<file path="src/rtl/xtr_pkg.sv">
package xtr_pkg;

  localparam int PORT_W      = 7;
  localparam int FIELD_BYTE  = 27;
  localparam int FIELD_SHIFT = 5;
  // stream position (from header start, MSB first) of the port's lowest bit
  localparam int PORT_BIT0_POS = FIELD_BYTE * 8 + 31 - (FIELD_SHIFT + 1);
  localparam int PORT_WORD     = PORT_BIT0_POS / 32;
  localparam int PORT_LSB      = 31 - (PORT_BIT0_POS % 32);

  localparam logic [28:0] CODE_PREFIX = 29'h1000_0000;

  typedef enum logic [2:0] {
    K_DATA, K_EOF, K_PRUNE, K_ABORT, K_ESC, K_IDLE
  } word_kind_e;

  typedef enum logic [2:0] {
    S_HDR, S_BODY, S_ESC, S_PRUNE, S_FINAL, S_DROP, S_DROP_ESC, S_DROP_PRUNE
  } xtr_state_e;

  function automatic logic [31:0] bswap32(input logic [31:0] w);
    return {w[7:0], w[15:8], w[23:16], w[31:24]};
  endfunction

  function automatic logic [3:0] keep_for_trim(input logic [1:0] t);
    logic [3:0] k;
    case (t)
      2'd0:    k = 4'b1111;
      2'd1:    k = 4'b0111;
      2'd2:    k = 4'b0011;
      default: k = 4'b0001;
    endcase
    return k;
  endfunction

endpackage

</file>
<file path="src/rtl/xtr_code_classify.sv">
module xtr_code_classify
  import xtr_pkg::*;
(
  input  logic [31:0] word_i,
  input  logic        swap_i,
  output word_kind_e  kind_o,
  output logic [1:0]  trim_o
);

  logic [31:0] cmp;

  always_comb begin
    cmp    = swap_i ? bswap32(word_i) : word_i;
    trim_o = cmp[1:0];
    kind_o = K_DATA;
    if (cmp[31:3] == CODE_PREFIX) begin
      case (cmp[2:0])
        3'd4:    kind_o = K_PRUNE;
        3'd5:    kind_o = K_ABORT;
        3'd6:    kind_o = K_ESC;
        3'd7:    kind_o = K_IDLE;
        default: kind_o = K_EOF;
      endcase
    end
  end

endmodule

</file>
<file path="src/rtl/xtr_hdr_capture.sv">
module xtr_hdr_capture
  import xtr_pkg::*;
#(
  parameter int HDR_WORDS = 9
) (
  input  logic              clk,
  input  logic              rst_n,
  input  logic              shift_i,
  input  logic [PORT_W-1:0] pslice_i,
  output logic              last_o,
  output logic [PORT_W-1:0] port_o
);

  localparam int CNT_W = $clog2(HDR_WORDS);

  logic [CNT_W-1:0]  cnt_q, cnt_d;
  logic [PORT_W-1:0] port_q, port_d;
  logic              at_port_word;

  always_comb begin
    at_port_word = (cnt_q == CNT_W'(PORT_WORD));
    last_o       = (cnt_q == CNT_W'(HDR_WORDS - 1));
    port_o       = at_port_word ? pslice_i : port_q;
    cnt_d        = cnt_q;
    port_d       = port_q;
    if (shift_i) begin
      cnt_d = last_o ? '0 : cnt_q + CNT_W'(1);
      if (at_port_word) port_d = pslice_i;
    end
  end

  always_ff @(posedge clk or negedge rst_n) begin
    if (!rst_n) begin
      cnt_q  <= '0;
      port_q <= '0;
    end else begin
      cnt_q  <= cnt_d;
      port_q <= port_d;
    end
  end

endmodule

</file>
<file path="src/rtl/xtr_beat_reg.sv">
module xtr_beat_reg
  import xtr_pkg::*;
#(
  parameter int LEN_W = 16
) (
  input  logic              clk,
  input  logic              rst_n,
  input  logic              load_i,
  input  logic              ready_i,
  input  logic [31:0]       data_i,
  input  logic [3:0]        keep_i,
  input  logic              last_i,
  input  logic              err_i,
  input  logic [LEN_W-1:0]  len_i,
  input  logic [PORT_W-1:0] port_i,
  output logic              free_o,
  output logic              valid_o,
  output logic [31:0]       data_o,
  output logic [3:0]        keep_o,
  output logic              last_o,
  output logic              err_o,
  output logic [LEN_W-1:0]  len_o,
  output logic [PORT_W-1:0] port_o
);

  logic valid_d;

  always_comb begin
    free_o  = !valid_o || ready_i;
    valid_d = valid_o;
    if (load_i)       valid_d = 1'b1;
    else if (ready_i) valid_d = 1'b0;
  end

  always_ff @(posedge clk or negedge rst_n) begin
    if (!rst_n) begin
      valid_o <= 1'b0;
      data_o  <= '0;
      keep_o  <= '0;
      last_o  <= 1'b0;
      err_o   <= 1'b0;
      len_o   <= '0;
      port_o  <= '0;
    end else begin
      valid_o <= valid_d;
      if (load_i) begin
        data_o <= data_i;
        keep_o <= keep_i;
        last_o <= last_i;
        err_o  <= err_i;
        len_o  <= len_i;
        port_o <= port_i;
      end
    end
  end

endmodule

</file>
<file path="src/rtl/wordstream_frame_extractor.sv">
module wordstream_frame_extractor
  import xtr_pkg::*;
#(
  parameter int HDR_WORDS = 9,
  parameter int NUM_PORTS = 65,
  parameter int LEN_W     = 16
) (
  input  logic                 clk,
  input  logic                 rst_n,
  input  logic                 cfg_swap,
  input  logic [NUM_PORTS-1:0] port_active,
  input  logic                 in_valid,
  output logic                 in_ready,
  input  logic [31:0]          in_data,
  output logic                 out_valid,
  input  logic                 out_ready,
  output logic [31:0]          out_data,
  output logic [3:0]           out_keep,
  output logic                 out_last,
  output logic                 out_err,
  output logic [LEN_W-1:0]     out_len,
  output logic [PORT_W-1:0]    out_port
);

  localparam int PORT_SPACE = 2 ** PORT_W;

  // reset: asserted asynchronously, released on the clock
  logic [1:0] rst_sync_q;
  logic       rst_int_n;

  always_ff @(posedge clk or negedge rst_n) begin
    if (!rst_n) rst_sync_q <= 2'b00;
    else        rst_sync_q <= {rst_sync_q[0], 1'b1};
  end
  assign rst_int_n = rst_sync_q[1];

  xtr_state_e        state_q, state_d;
  logic              pend_vld_q, pend_vld_d;
  logic [31:0]       pend_data_q, pend_data_d;
  logic [3:0]        pend_keep_q, pend_keep_d;
  logic              pend_err_q, pend_err_d;
  logic [LEN_W-1:0]  pend_len_q, pend_len_d;
  logic [LEN_W-1:0]  cnt_q, cnt_d;
  logic [PORT_W-1:0] port_q, port_d;

  word_kind_e        kind;
  logic [1:0]        trim;
  logic              hdr_shift, hdr_last;
  logic [PORT_W-1:0] hdr_port;
  logic              ofree, acc, take, port_ok;
  logic [PORT_SPACE-1:0] act_vec;
  logic [1:0]        trim_sel;
  logic [LEN_W:0]    len_diff;
  logic [LEN_W-1:0]  len_sat;

  logic              b_load, b_last, b_err;
  logic [31:0]       b_data;
  logic [3:0]        b_keep;
  logic [LEN_W-1:0]  b_len;

  xtr_code_classify u_cls (
    .word_i (in_data),
    .swap_i (cfg_swap),
    .kind_o (kind),
    .trim_o (trim)
  );

  xtr_hdr_capture #(.HDR_WORDS(HDR_WORDS)) u_hdr (
    .clk      (clk),
    .rst_n    (rst_int_n),
    .shift_i  (hdr_shift),
    .pslice_i (in_data[PORT_LSB +: PORT_W]),
    .last_o   (hdr_last),
    .port_o   (hdr_port)
  );

  xtr_beat_reg #(.LEN_W(LEN_W)) u_beat (
    .clk     (clk),
    .rst_n   (rst_int_n),
    .load_i  (b_load),
    .ready_i (out_ready),
    .data_i  (b_data),
    .keep_i  (b_keep),
    .last_i  (b_last),
    .err_i   (b_err),
    .len_i   (b_len),
    .port_i  (port_q),
    .free_o  (ofree),
    .valid_o (out_valid),
    .data_o  (out_data),
    .keep_o  (out_keep),
    .last_o  (out_last),
    .err_o   (out_err),
    .len_o   (out_len),
    .port_o  (out_port)
  );

  // admission and length arithmetic
  always_comb begin
    act_vec  = {{(PORT_SPACE - NUM_PORTS){1'b0}}, port_active};
    port_ok  = act_vec[hdr_port];
    trim_sel = (kind == K_EOF) ? trim : 2'd0;
    len_diff = {1'b0, cnt_q} - {{(LEN_W - 1){1'b0}}, trim_sel} - (LEN_W + 1)'(4);
    len_sat  = len_diff[LEN_W] ? '0 : len_diff[LEN_W-1:0];
  end

  always_comb begin
    case (state_q)
      S_HDR, S_DROP, S_DROP_ESC, S_DROP_PRUNE: in_ready = 1'b1;
      S_FINAL:                                  in_ready = 1'b0;
      default:                                  in_ready = ofree;
    endcase
    acc  = in_valid && in_ready;
    take = (state_q != S_BODY) || (kind == K_DATA);
  end

  // next-state process
  always_comb begin
    state_d     = state_q;
    pend_vld_d  = pend_vld_q;
    pend_data_d = pend_data_q;
    pend_keep_d = pend_keep_q;
    pend_err_d  = pend_err_q;
    pend_len_d  = pend_len_q;
    cnt_d       = cnt_q;
    port_d      = port_q;
    hdr_shift   = 1'b0;
    b_load      = 1'b0;
    b_data      = pend_data_q;
    b_keep      = 4'b1111;
    b_last      = 1'b0;
    b_err       = 1'b0;
    b_len       = '0;

    case (state_q)
      S_HDR: if (acc) begin
        hdr_shift = 1'b1;
        if (hdr_last) begin
          cnt_d   = '0;
          port_d  = hdr_port;
          state_d = port_ok ? S_BODY : S_DROP;
        end
      end

      S_BODY, S_ESC, S_PRUNE: if (acc) begin
        if (take) begin
          b_load      = pend_vld_q;
          pend_vld_d  = 1'b1;
          pend_data_d = in_data;
          cnt_d       = cnt_q + LEN_W'(4);
          if (state_q == S_PRUNE) begin
            state_d     = S_FINAL;
            pend_keep_d = 4'b1111;
            pend_err_d  = 1'b1;
            pend_len_d  = cnt_q;
          end else begin
            state_d = S_BODY;
          end
        end else begin
          case (kind)
            K_EOF, K_ABORT: begin
              state_d     = S_FINAL;
              pend_vld_d  = 1'b1;
              pend_err_d  = (kind == K_ABORT);
              pend_len_d  = len_sat;
              if (pend_vld_q) begin
                pend_keep_d = (kind == K_EOF) ? keep_for_trim(trim) : 4'b1111;
              end else begin
                pend_keep_d = 4'b0000;
                pend_data_d = '0;
              end
            end
            K_PRUNE: state_d = S_PRUNE;
            K_ESC:   state_d = S_ESC;
            default: state_d = state_q;
          endcase
        end
      end

      S_FINAL: if (ofree) begin
        b_load     = 1'b1;
        b_keep     = pend_keep_q;
        b_last     = 1'b1;
        b_err      = pend_err_q;
        b_len      = pend_len_q;
        pend_vld_d = 1'b0;
        state_d    = S_HDR;
      end

      S_DROP: if (acc) begin
        case (kind)
          K_EOF, K_ABORT: state_d = S_HDR;
          K_PRUNE:        state_d = S_DROP_PRUNE;
          K_ESC:          state_d = S_DROP_ESC;
          default:        state_d = S_DROP;
        endcase
      end

      S_DROP_ESC:   if (acc) state_d = S_DROP;
      S_DROP_PRUNE: if (acc) state_d = S_HDR;
      default:      state_d = S_HDR;
    endcase
  end

  // register process
  always_ff @(posedge clk or negedge rst_int_n) begin
    if (!rst_int_n) begin
      state_q     <= S_HDR;
      pend_vld_q  <= 1'b0;
      pend_data_q <= '0;
      pend_keep_q <= '0;
      pend_err_q  <= 1'b0;
      pend_len_q  <= '0;
      cnt_q       <= '0;
      port_q      <= '0;
    end else begin
      state_q     <= state_d;
      pend_vld_q  <= pend_vld_d;
      pend_data_q <= pend_data_d;
      pend_keep_q <= pend_keep_d;
      pend_err_q  <= pend_err_d;
      pend_len_q  <= pend_len_d;
      cnt_q       <= cnt_d;
      port_q      <= port_d;
    end
  end

endmodule

</file>
<file path="config.mk">
export PLATFORM = sky130hd
export DESIGN_NAME = wordstream_frame_extractor
export DESIGN_NICKNAME = d
export VERILOG_FILES = /design/src/rtl/xtr_pkg.sv /design/src/rtl/xtr_code_classify.sv /design/src/rtl/xtr_hdr_capture.sv /design/src/rtl/xtr_beat_reg.sv /design/src/rtl/wordstream_frame_extractor.sv
export SDC_FILE = /design/constraint.sdc
export NUM_CORES = 1
export LEC_CHECK = 0
export BUFFER_PORTS_ARGS = -buffer_cell sky130_fd_sc_hd__buf_2
export CELL_PAD_IN_SITES_DETAIL_PLACEMENT = 2
export CELL_PAD_IN_SITES_GLOBAL_PLACEMENT = 2
export CORE_ASPECT_RATIO = 0.6
export CORE_UTILIZATION = 39
export CTS_BUF_LIST = sky130_fd_sc_hd__clkbuf_2
export CTS_CLUSTER_SIZE = 40
export DETAILED_ROUTE_END_ITERATION = 6
export PLACE_DENSITY = 0.95
export SLEW_MARGIN = 15
export SYNTH_ARGS = -nofsm -noshare
export SYNTH_HDL_FRONTEND = slang
export SYNTH_SLANG_ARGS = --single-unit
</file>
<file path="constraint.sdc">
create_clock -name clk -period 8.8 [get_ports clk]
set_clock_uncertainty 0.15 [all_clocks]
set_input_delay 0.44 -clock clk [delete_from_list [all_inputs] [get_ports clk]]
set_output_delay 0.44 -clock clk [all_outputs]
set_load 0.02 [all_outputs]
</file>
==> results of run 1 <==
-- where the power goes --
| group | switching (uW) | leakage [uW] | internal (uW) |
|---|---|---|---|
| clock | 332 | 0.000142 | 96.1 |
| combinational | 713 | 0.00230 | 500 |
| sequential | 224 | 0.00196 | 917 |
| total | 1270 | 0.00440 | 1510 |
-- cells in the final DEF, fill, tap and decap left out, drive strengths merged, types with 4 or more instances in the layout --
cell,synthesis,final
nand3b,5,5
nor2b,11,11
nand2b,7,7
inv,14,25
dlygate4sd3,0,38
xnor2,9,9
nor3,14,14
a21o,5,5
a22oi,4,4
nand2,57,57
a2111oi,6,6
clkbuf,29,18
a21oi,35,35
o22a,4,4
nand3,17,17
xor2,13,13
buf,13,174
a221oi,5,5
nor2,60,60
a22o,50,50
mux2,51,51
ha,5,5
a211oi,14,14
mux2i,21,21
o21ai,43,43
dfrtp,153,153
nand4,5,5
nor4,11,11
a31oi,6,6
-- worst register-to-register path: stages (launching register included) --
cell	delay (ns)
dfrtp_1	0.62
o21bai_1	0.40
o211ai_1	0.26
nor3_1	0.61
and2_1	0.24
buf_4	0.41
a21o_2	0.97
mux2_2	0.43
-- final cells by class --
type                            instances  share of cell area (%)
Tap cell                              266                    3.59
Timing Repair Buffer                  212                    13.8
Clock inverter                         14                    1.56
Clock buffer                           18                   0.971
Multi-Input combinational cell        501                    38.2
Inverter                               14                   0.566
Sequential cell                       153                    41.3
-- registers in the layout, summed over array words and instances (netlist names), 2 cells and up --
name and cells:
u_beat.len_o 16, u_hdr.port_q 7, pend_keep_q 4, u_beat.data_o 32, cnt_q 14, b_data 32
rst_sync_q 2, u_beat.port_o 7, u_hdr.cnt_q 4, port_q 7, u_beat.keep_o 4, pend_len_q 16
state_q 3
-- cells by family after synthesis --
family                   after synthesis  share of synthesized area (%)
XOR/XNOR                              22                           2.53
adder cells (fa/ha/maj)                6                           1.08
other                                  2                         0.0985
flip-flops                           153                           50.2
AND/OR/NAND/NOR                      203                           12.7
buffers and inverters                 56                           3.46
multiplexers                          72                           11.6
AO/OA/AOI/OAI                        195                           18.3
-- worst paths after layout --
| kind | from | to | slack, ns |
|---|---|---|---|
| min in group asynchronous | rst_sync_q[1] | u_beat.data_o[25] | 0.21 |
| max in group asynchronous | rst_sync_q[1] | u_beat.keep_o[3] | 7.00 |
| hold reg to reg | rst_sync_q[1] | u_beat.data_o[25] | 0.21 |
| hold / removal | port_active[49] | state_q[2] | 0.07 |
| setup / recovery | in_data[15] | pend_len_q[13] | 3.70 |
| setup reg to reg | state_q[0] | u_beat.data_o[3] | 4.63 |
-- through the flow --
stage          power [uW]  instances  hold WS [ns]  area (um^2)  setup slack [ns]
2_1_floorplan        1870        710      -0.00559         7630              4.07
3_3_place_gp         2160       1108        0.0856         8660              4.09
3_5_place_dp         2260       1108        0.0860         8660              3.67
4_1_cts              2710       1178        0.0276         9280              3.81
5_1_grt              2910       1178        0.0578         9280              3.49
6_report             2780       1178        0.0749         9280              3.70
-- Yosys cell counts, types with 5 or more instances --
library cell and instances:
xnor2_1 9, buf_6 5, a21o_1 5, nand4_1 5, ha_1 5, mux2_4 26
nand2_1 56, o21ai_0 40, inv_1 14, xor2_1 13, a211oi_1 14, a31oi_1 6
a2111oi_0 5, a221oi_1 5, mux2i_1 21, clkbuf_1 29, nor4_1 11, dfrtp_1 153
nor3_1 14, mux2_2 24, nor2b_1 11, a22o_1 50, a21oi_1 34, nand3_1 17
nand2b_1 7, nor2_1 60, nand3b_1 5
-- routing by layer --
layer / vias to the layer above / GRT usage [%]
met2: 322 / 52.2
met1: 3694 / 41.6
li1: 2968 / -
met5: - / 0
met4: 0 / 10.7
met3: 75 / 9.20
==> metrics, run 1 <==
Final ANT Viol Nets=0; die span in x=182 um; number of stages on the worst setup path=15; Initial Utilization=40.0%; CTS clk-pin slew, worst paths=0.30 ns; max_slew headroom=24.8%; H-tree depth=4; Achievable Freq=196 MHz; largest net degree at the start of global routing=57; Max Cap Viol=0; RSZ-0062 raised after global routing=no; # clock sinks=153; # IOs=165; Buf+Inv Stages, Crit Path=2; DR WL/cell=27.0 um; maximum vdd drop=103 uV; Synth area leader=dfrtp_1; Min-Delay Path Class=in -> reg; slowest stage delay, CP=0.63 ns; Clock Tree Root=clkbuf_2; leading post-synthesis cells by cell area=dfrtp_1 (50%), a22o_1 (5.7%), mux2_4 (5.1%); library cells used by synthesis=63; global-route wire length before repair=48.0 mm; Worst Path Required=9.37 ns; average size of a mapped cell=10.8 um^2; Period minus WS final=5.10 ns; initial DRC count=572; gr usage total=32.2%; Startpoint Class=input pin; Syn Std Cell Area=0.00762 mm^2; initial antenna violation count=0; Fin Setup TNS=0 ns; FILL cells=1961; postcts setup bufs=0; diode count=0; Critical Path Most Common Cell=nand2_1; Seq/Total Area, Yosys=50.2%; CORE AREA=0.0191 mm^2; synthesized instance count=709; synth warn=0; via/cell ratio=5.99; Skew-Pair Late Insertion Delay=0.82 ns; Synth top area share=50.2%; Synth async-reset ratio=100%; IO buf count=164; Area growth syn-to-layout=21.7%; drt first pass iters=5; ys flop type=dfrtp_1; Top Layer Used=met4; EDFF count, synth=0; Longest Clk Path Bufs=2; worst-path maximum fanout=7; # setup viols final=0; FF+latch area=0.00383 mm^2; count of pins over their slew limit=0; Slowest-stage cell, CP=nor3_1; Final Core Density=48.6%; area occupied by multi-input gates=0.00355 mm^2; die area=0.0201 mm^2; final worst-path cycle share=58.0%; gr ovfl total=0; status=completed; share of layout cells above drive strength 1=29.4%; Core Rows=39; post-detail-place hpwl=19.9 mm; die height=110 um; worst setup path class=in -> reg; nets@finish=1007; Yosys reg bits=153; vias in the first global route=7729; CTS tree=done; Hold Crit Depth=6; Post-CTS Resized=0; Met2 Wirelength=15.1 mm; Num CTS Buffers=17; routed vias=7059; final wirelength=31.8 mm; Slew @ Worst Pin=1.13 ns; M1 wire length=13.7 mm; Final GP Congestion=0.836; r2r worst-path depth=7; drc violations=0; cts hold-fix bufs=38; delay-heaviest family, CP=simple AND/OR/NAND/NOR gates; CP Cell Sequence=dlygate4sd3_1, buf_2, or4b_1, or4b_4, a2111o_1, nor2_1, nand2_1, ha_1, fa_1, nor2_1, nand2_1, nor3_1, nand2_1, xor2_1, o21ai_0; Crit. End Element=flop; Cell Pwr Density=300 mW/mm^2; endpoint arrival time on the critical path=5.68 ns; met3 wire len=2.21 mm; Leak=0.00440 uW; Final Hold Viols=0
(Power assumes the default switching activity.)
==> run 2: changes to the inputs <==
- CORE_UTILIZATION: 39 -> 36
- PLACE_DENSITY: 0.95 -> 0.9
- clock period: 8.8 -> 5.2 ns (I/O delays scaled with it)
==> metrics, run 2 (synthesis results as in run 1) <==
Skew-Pair Late Insertion Delay=0.75 ns (was 0.82 ns); Core Rows=40 (was 39); Hold Crit Depth=3 (was 6); commonest non-fill, non-tap cell in the layout=buf_2 (unchanged); Worst Path Required=5.68 ns (was 9.37 ns); vias in the first global route=7013 (was 7729); final instance area=0.00943 mm^2 (was 0.00928 mm^2); final worst-path cycle share=92.9%; CTS clk-pin slew, worst paths=0.27 ns (was 0.30 ns); initial antenna violation count=1 (was 0); share of layout cells above drive strength 1=29.9% (was 29.4%); gr ovfl total=0 (unchanged); Final WS setup=0.367 ns (was 3.70 ns); worst reg2reg path endpoint=state_q[2] (was u_beat.data_o[3]); Hold Slack=0.141 ns (was 0.0749 ns); Slew @ Worst Pin=1.13 ns (about the same); Max Cap Viol=0 (unchanged); largest net degree at the start of global routing=152 (was 57); CORE AREA=0.0204 mm^2 (was 0.0191 mm^2); H-tree depth=4 (unchanged); worst setup path class=reg -> reg (was in -> reg); Crit. End Element=flop (unchanged); Final GP Congestion=0.806 (was 0.836); Final Hold Viols=0 (unchanged); Leak=0.00447 uW (was 0.00440 uW); # IOs=165 (unchanged); final wirelength=26.4 mm (was 31.8 mm); Achievable Freq=207 MHz; # clock sinks=153 (unchanged); # setup viols final=0 (unchanged); Min-Delay Path Class=in -> reg (unchanged); Initial Utilization=37.4% (was 40.0%); pre-CTS setup slack=0.419 ns (was 3.67 ns); R2R setup slack=0.37 ns (was 4.63 ns); nets@finish=1019 (was 1007); post-detail-place hpwl=18.5 mm (was 19.9 mm); max_slew headroom=24.5% (was 24.8%); Fin Setup TNS=0 ns (unchanged); FILL cells=2124 (was 1961); global-route wire length before repair=41.1 mm (was 48.0 mm); die height=115 um (was 110 um); die span in x=190 um (was 182 um); Cell Pwr Density=486 mW/mm^2 (was 300 mW/mm^2); Area growth syn-to-layout=23.7% (was 21.7%); most frequent cells in the layout=buf_2 (164), dfrtp_1 (152), nor2_1 (60) (was buf_2 (164), dfrtp_1 (152), nor2_1 (59)); DR WL/cell=22.0 um (was 27.0 um); via/cell ratio=5.53 (was 5.99); maximum vdd drop=250 uV (was 103 uV); r2r worst-path depth=12 (was 7); routed vias=6619 (was 7059); RSZ-0062 raised after global routing=no (unchanged); Worst Hold End=b_data[3] (was state_q[2]); status=completed (unchanged); die area=0.0218 mm^2 (was 0.0201 mm^2); Final ANT Viol Nets=0 (unchanged); worst hold start=in_data[3] (was port_active[49]); origin of the critical flop-to-flop path=u_hdr.cnt_q[0] (was state_q[0]); Period minus WS final=4.83 ns; gr usage total=24.6% (was 32.2%); Startpoint Class=flop (was input pin); drc violations=0 (unchanged); Longest Clk Path Bufs=2 (unchanged); Placed Area=0.00871 mm^2 (was 0.00866 mm^2); count of pins over their slew limit=0 (unchanged); CTS tree=done (unchanged); Clock Tree Root=clkbuf_2 (unchanged); IO buf count=164 (unchanged); drt first pass iters=4 (was 5); worst-path maximum fanout=31 (was 7); Num CTS Buffers=17 (unchanged); endpoint arrival time on the critical path=5.32 ns (was 5.68 ns); initial DRC count=340 (was 572)
## run 2: cell types whose count changed in the layout (fill, tap and decap cells not counted), sizes merged
| cell | change |
|---|---|
| buf | +8 |
| bufinv | +2 |
| clkinvlp | -1 |
| diode | +1 |
| dlygate4sd3 | +4 |
| inv | -1 |
## run 2: layer usage
layer	global-route usage (%)	vias to the layer above	part of all wire, %
met2	38.9	186	45
met1	35.2	3412	49
met4	4.25	0	0.98
met3	5.12	23	4.7
li1	-	2998	-
met5	0	-	0
## run 2: critical path, cell delays in order (launching register included)
cell,delay [ns]
dfrtp_1,0.49
ha_1,0.22
and4b_1,0.55
a21o_2,0.57
nand2_1,0.11
nand3_1,0.10
dlygate4sd3_1,0.54
nand4_1,0.09
dlygate4sd3_1,0.61
nand3_1,0.10
dlygate4sd3_1,0.56
a31oi_1,0.08
dlygate4sd3_1,0.58
## run 2: final cells by class
cell class | count | area (um^2) | area share, %
repair buffers | 224 | 1390 | 14.7
diodes | 1 | 2.50 | 0.0265
inverters | 14 | 52.6 | 0.557
multi-input cells | 501 | 3540 | 37.6
clock inverters | 14 | 174 | 1.84
clock buffers | 18 | 90.1 | 0.956
flip-flops and latches | 153 | 3830 | 40.7
well taps | 273 | 342 | 3.62
## run 2: how the worst max path moves through the flow
| stage | to | startpoint | slack [ns] | cells past startpoint |
|---|---|---|---|---|
| 2_1_floorplan | b_data[0] | rst_sync_q[1] | 0.47 | 0 |
| 6_report | state_q[2] | u_hdr.cnt_q[0] | 0.37 | 12 |
| 3_5_place_dp | pend_len_q[13] | cfg_swap | 0.42 | 14 |
| 5_1_grt | state_q[2] | u_hdr.cnt_q[0] | 0.12 | 12 |
| 4_1_cts | state_q[2] | u_hdr.cnt_q[0] | 0.07 | 12 |
| 3_3_place_gp | pend_len_q[15] | cfg_swap | 0.73 | 14 |
## run 2: power breakdown
group | total [uW] | internal, uW | leakage, uW | switching [uW]
Combinational | 1960 | 857 | 0.00236 | 1100
Sequential | 1890 | 1550 | 0.00196 | 334
Clock | 742 | 247 | 0.000159 | 496
## run 2: metrics by stage
step / power, uW / instances / utilization [%]
2_1_floorplan: 3170 / 710 / -
3_3_place_gp: 3670 / 1119 / 42.8
3_5_place_dp: 3790 / 1119 / 42.8
4_1_cts: 4580 / 1193 / 46.1
5_1_grt: 4860 / 1198 / 46.3
6_report: 4580 / 1198 / 46.3
## run 2: timing repair
action	in CTS	in global routing
setup endpoints to repair	0	1
hold buffers	42	0
gates resized for setup	0	1
buffers inserted	0	4
endpoints found under the hold margin	54	0
==> run 3: changes to the inputs <==
- ABC_AREA: default -> 1
- CORE_UTILIZATION: 36 -> 32
- PLACE_DENSITY: 0.9 -> 0.89
==> metrics, run 3 <==
Buf+Inv Stages, Crit Path=5 (was 4); leading post-synthesis cells by cell area=dfrtp_1 (45%), nand2_1 (21%), inv_1 (5.5%) (was dfrtp_1 (50%), a22o_1 (5.7%), mux2_4 (5.1%)); Initial Utilization=33.0% (was 37.4%); most common cell in the synthesized netlist=nand2_1 (was dfrtp_1); Final WS setup=1.27 ns (was 0.367 ns); worst-path maximum fanout=39 (was 31); Achievable Freq=255 MHz (was 207 MHz); Clock Tree Root=clkbuf_2 (unchanged); Synth async-reset ratio=100% (unchanged); slowest stage delay, CP=0.70 ns (was 0.61 ns); Area growth syn-to-layout=19.5% (was 23.7%); # clock sinks=153 (unchanged); Startpoint Class=flop (unchanged); routed vias=8676 (was 6619); delay-heaviest family, CP=buffers and inverters (unchanged); Final Hold Viols=0 (unchanged); nets@finish=1458 (was 1019); global-route wire length before repair=53.6 mm (was 41.1 mm); EDFF count, synth=0 (unchanged); Core Rows=45 (was 40); worst setup path class=reg -> reg (unchanged); pre-CTS setup slack=1.13 ns (was 0.419 ns); max_slew headroom=40.9% (was 24.5%); Post-synth top cells=nand2_1 (483), dfrtp_1 (153), inv_1 (124) (was dfrtp_1 (153), nor2_1 (60), nand2_1 (56)); CORE AREA=0.0256 mm^2 (was 0.0204 mm^2); Critical Path End=u_beat.len_o[2] (was state_q[2]); synth warn=0 (unchanged); Num CTS Buffers=17 (unchanged); initial DRC count=592 (was 340); IO buf count=164 (unchanged); CTS clk-pin slew, worst paths=0.27 ns (about the same); post-detail-place hpwl=23.2 mm (was 18.5 mm); synthesized instance count=1164 (was 709); Slowest-stage cell, CP=inv_2 (was dlygate4sd3_1); Critical Path Most Common Cell=nand2_1 (was dlygate4sd3_1); DR WL/cell=19.5 um (was 22.0 um); final wirelength=33.4 mm (was 26.4 mm); Final Core Density=39.5% (was 46.3%); largest net degree at the start of global routing=92 (was 152); average size of a mapped cell=7.27 um^2 (was 10.8 um^2); Synth area leader=dfrtp_1 (unchanged); gr ovfl total=0 (unchanged); Cell Pwr Density=519 mW/mm^2 (was 486 mW/mm^2); Max Cap Viol=0 (unchanged); endpoint arrival time on the critical path=4.49 ns (was 5.32 ns); R2R setup slack=1.27 ns (was 0.37 ns); via/cell ratio=5.06 (was 5.53); status=completed (unchanged); drc violations=0 (unchanged); ys flop type=dfrtp_1 (unchanged); Yosys reg bits=153 (unchanged); vias in the first global route=9639 (was 7013); # setup viols final=0 (unchanged); Crit. End Element=flop (unchanged); share of layout cells above drive strength 1=17.7% (was 29.9%); crit path from=state_q[1] (was u_hdr.cnt_q[0]); number of stages on the worst setup path=12 (unchanged); worst reg2reg path endpoint=u_beat.len_o[2] (was state_q[2]); library cells used by synthesis=49 (was 63); r2r worst-path depth=12 (unchanged); Final GP Congestion=0.905 (was 0.806); Synth top area share=45.3% (was 50.2%); Skew-Pair Late Insertion Delay=0.80 ns (was 0.75 ns); commonest non-fill, non-tap cell in the layout=nand2_1 (was buf_2); Worst Path Required=5.76 ns (was 5.68 ns); CTS tree=done (unchanged); Seq/Total Area, Yosys=45.3% (was 50.2%); Min-Delay Path Class=in -> reg (unchanged); Longest Clk Path Bufs=2 (unchanged); drt first pass iters=5 (was 4); origin of the critical flop-to-flop path=state_q[1] (was u_hdr.cnt_q[0]); maximum vdd drop=166 uV (was 250 uV); # IOs=165 (unchanged); Period minus WS final=3.93 ns (was 4.83 ns); Final ANT Viol Nets=0 (unchanged); gr usage total=25.8% (was 24.6%); die span in x=212 um (was 190 um); die height=128 um (was 115 um); initial antenna violation count=1 (unchanged); Hold Slack=0.0917 ns (was 0.141 ns); final instance area=0.0101 mm^2 (was 0.00943 mm^2); Placed Area=0.00951 mm^2 (was 0.00871 mm^2); CP Cell Sequence=inv_1, nand2_1, nor2_1, inv_1, nor2_4, inv_2, nand3_2, nand2_2, inv_2, buf_4, nand2_1, nand2_1 (was ha_1, and4b_1, a21o_2, nand2_1, nand3_1, dlygate4sd3_1, nand4_1, dlygate4sd3_1, nand3_1, dlygate4sd3_1, a31oi_1, dlygate4sd3_1); die area=0.0271 mm^2 (was 0.0218 mm^2); Leak=0.00552 uW (was 0.00447 uW); Slew @ Worst Pin=0.884 ns (was 1.13 ns); Fin Setup TNS=0 ns (unchanged); final worst-path cycle share=75.5% (was 92.9%); postcts setup bufs=0 (unchanged); Syn Std Cell Area=0.00846 mm^2 (was 0.00762 mm^2); count of pins over their slew limit=0 (unchanged); most frequent cells in the layout=nand2_1 (483), buf_2 (164), dfrtp_1 (152) (was buf_2 (164), dfrtp_1 (152), nor2_1 (60)); RSZ-0062 raised after global routing=no (unchanged); H-tree depth=4 (unchanged)
[run 3: cell types whose count changed in the layout (fill, tap and decap cells not counted), sizes merged, moves of 12 or more]
| cell | change |
|---|---|
| nand2 | +434 |
| mux2 | -51 |
| inv | +111 |
| mux2i | -20 |
| a211oi | -12 |
| nand3 | +77 |
| o21ai | +24 |
| nand4 | +12 |
| a21oi | -20 |
| a22o | -50 |
[run 3: per-stage QoR]
stage,instances,total power [uW]
after floorplan,1165,3600
after global placement,1646,4270
after global routing,1715,5650
final,1715,5250
after CTS,1714,5210
after detailed placement,1646,4440
[run 3: power breakdown]
part / total (uW) / switching, uW / internal [uW]
clock: 723 / 501 / 221
sequential: 1960 / 370 / 1590
combinational: 2560 / 1810 / 753
[run 3: worst min-delay path by stage]
stage | start | end | slack (ns) | depth (start not counted)
floorplan | rst_n | rst_sync_q[0] | -0.19 | 0
global placement | rst_n | rst_sync_q[0] | -0.10 | 1
detailed placement | rst_n | rst_sync_q[0] | -0.1 | 1
CTS | in_data[4] | b_data[4] | 0.01 | 4
global route | in_data[17] | b_data[17] | 0.05 | 4
finish | in_data[4] | b_data[4] | 0.09 | 4
[run 3: layout make-up]
class	instances	area (um^2)
Timing Repair Buffer	208	1260
Inverter	133	499
Tap cell	352	440
Multi-Input combinational cell	837	3850
Sequential cell	153	3830
Fill cell	3053	15500
Antenna cell	1	2.50
Clock buffer	17	85.1
Clock inverter	14	148
[run 3: cells by family after synthesis]
family | synth area share [%]
xor gates and xnor gates | 1.04
and+or+nand+nor | 35.9
muxes | 0.118
other | 0.0888
AOI/OAI and AO/OA | 7.37
buffers and inverters | 9.30
DFF | 45.3
adders and majority gates | 0.976
[run 3: metal layers]
layer	share of wire, %	track usage (%)
met1	48	35.2
met2	47	42.4
met3	3.9	4.04
met4	1.6	6.95
met5	0	0
[run 3: tightest hold or removal path: stages]
cell and delay [ns]:
dlygate4sd3_1 0.53, buf_2 0.12, nand2_1 0.05, nand2_1 0.06
[run 3: repair_timing]
action,4_1_cts,5_1_grt
endpoints found under the hold margin,57,0
hold buffers,37,0
resized for setup,0,0
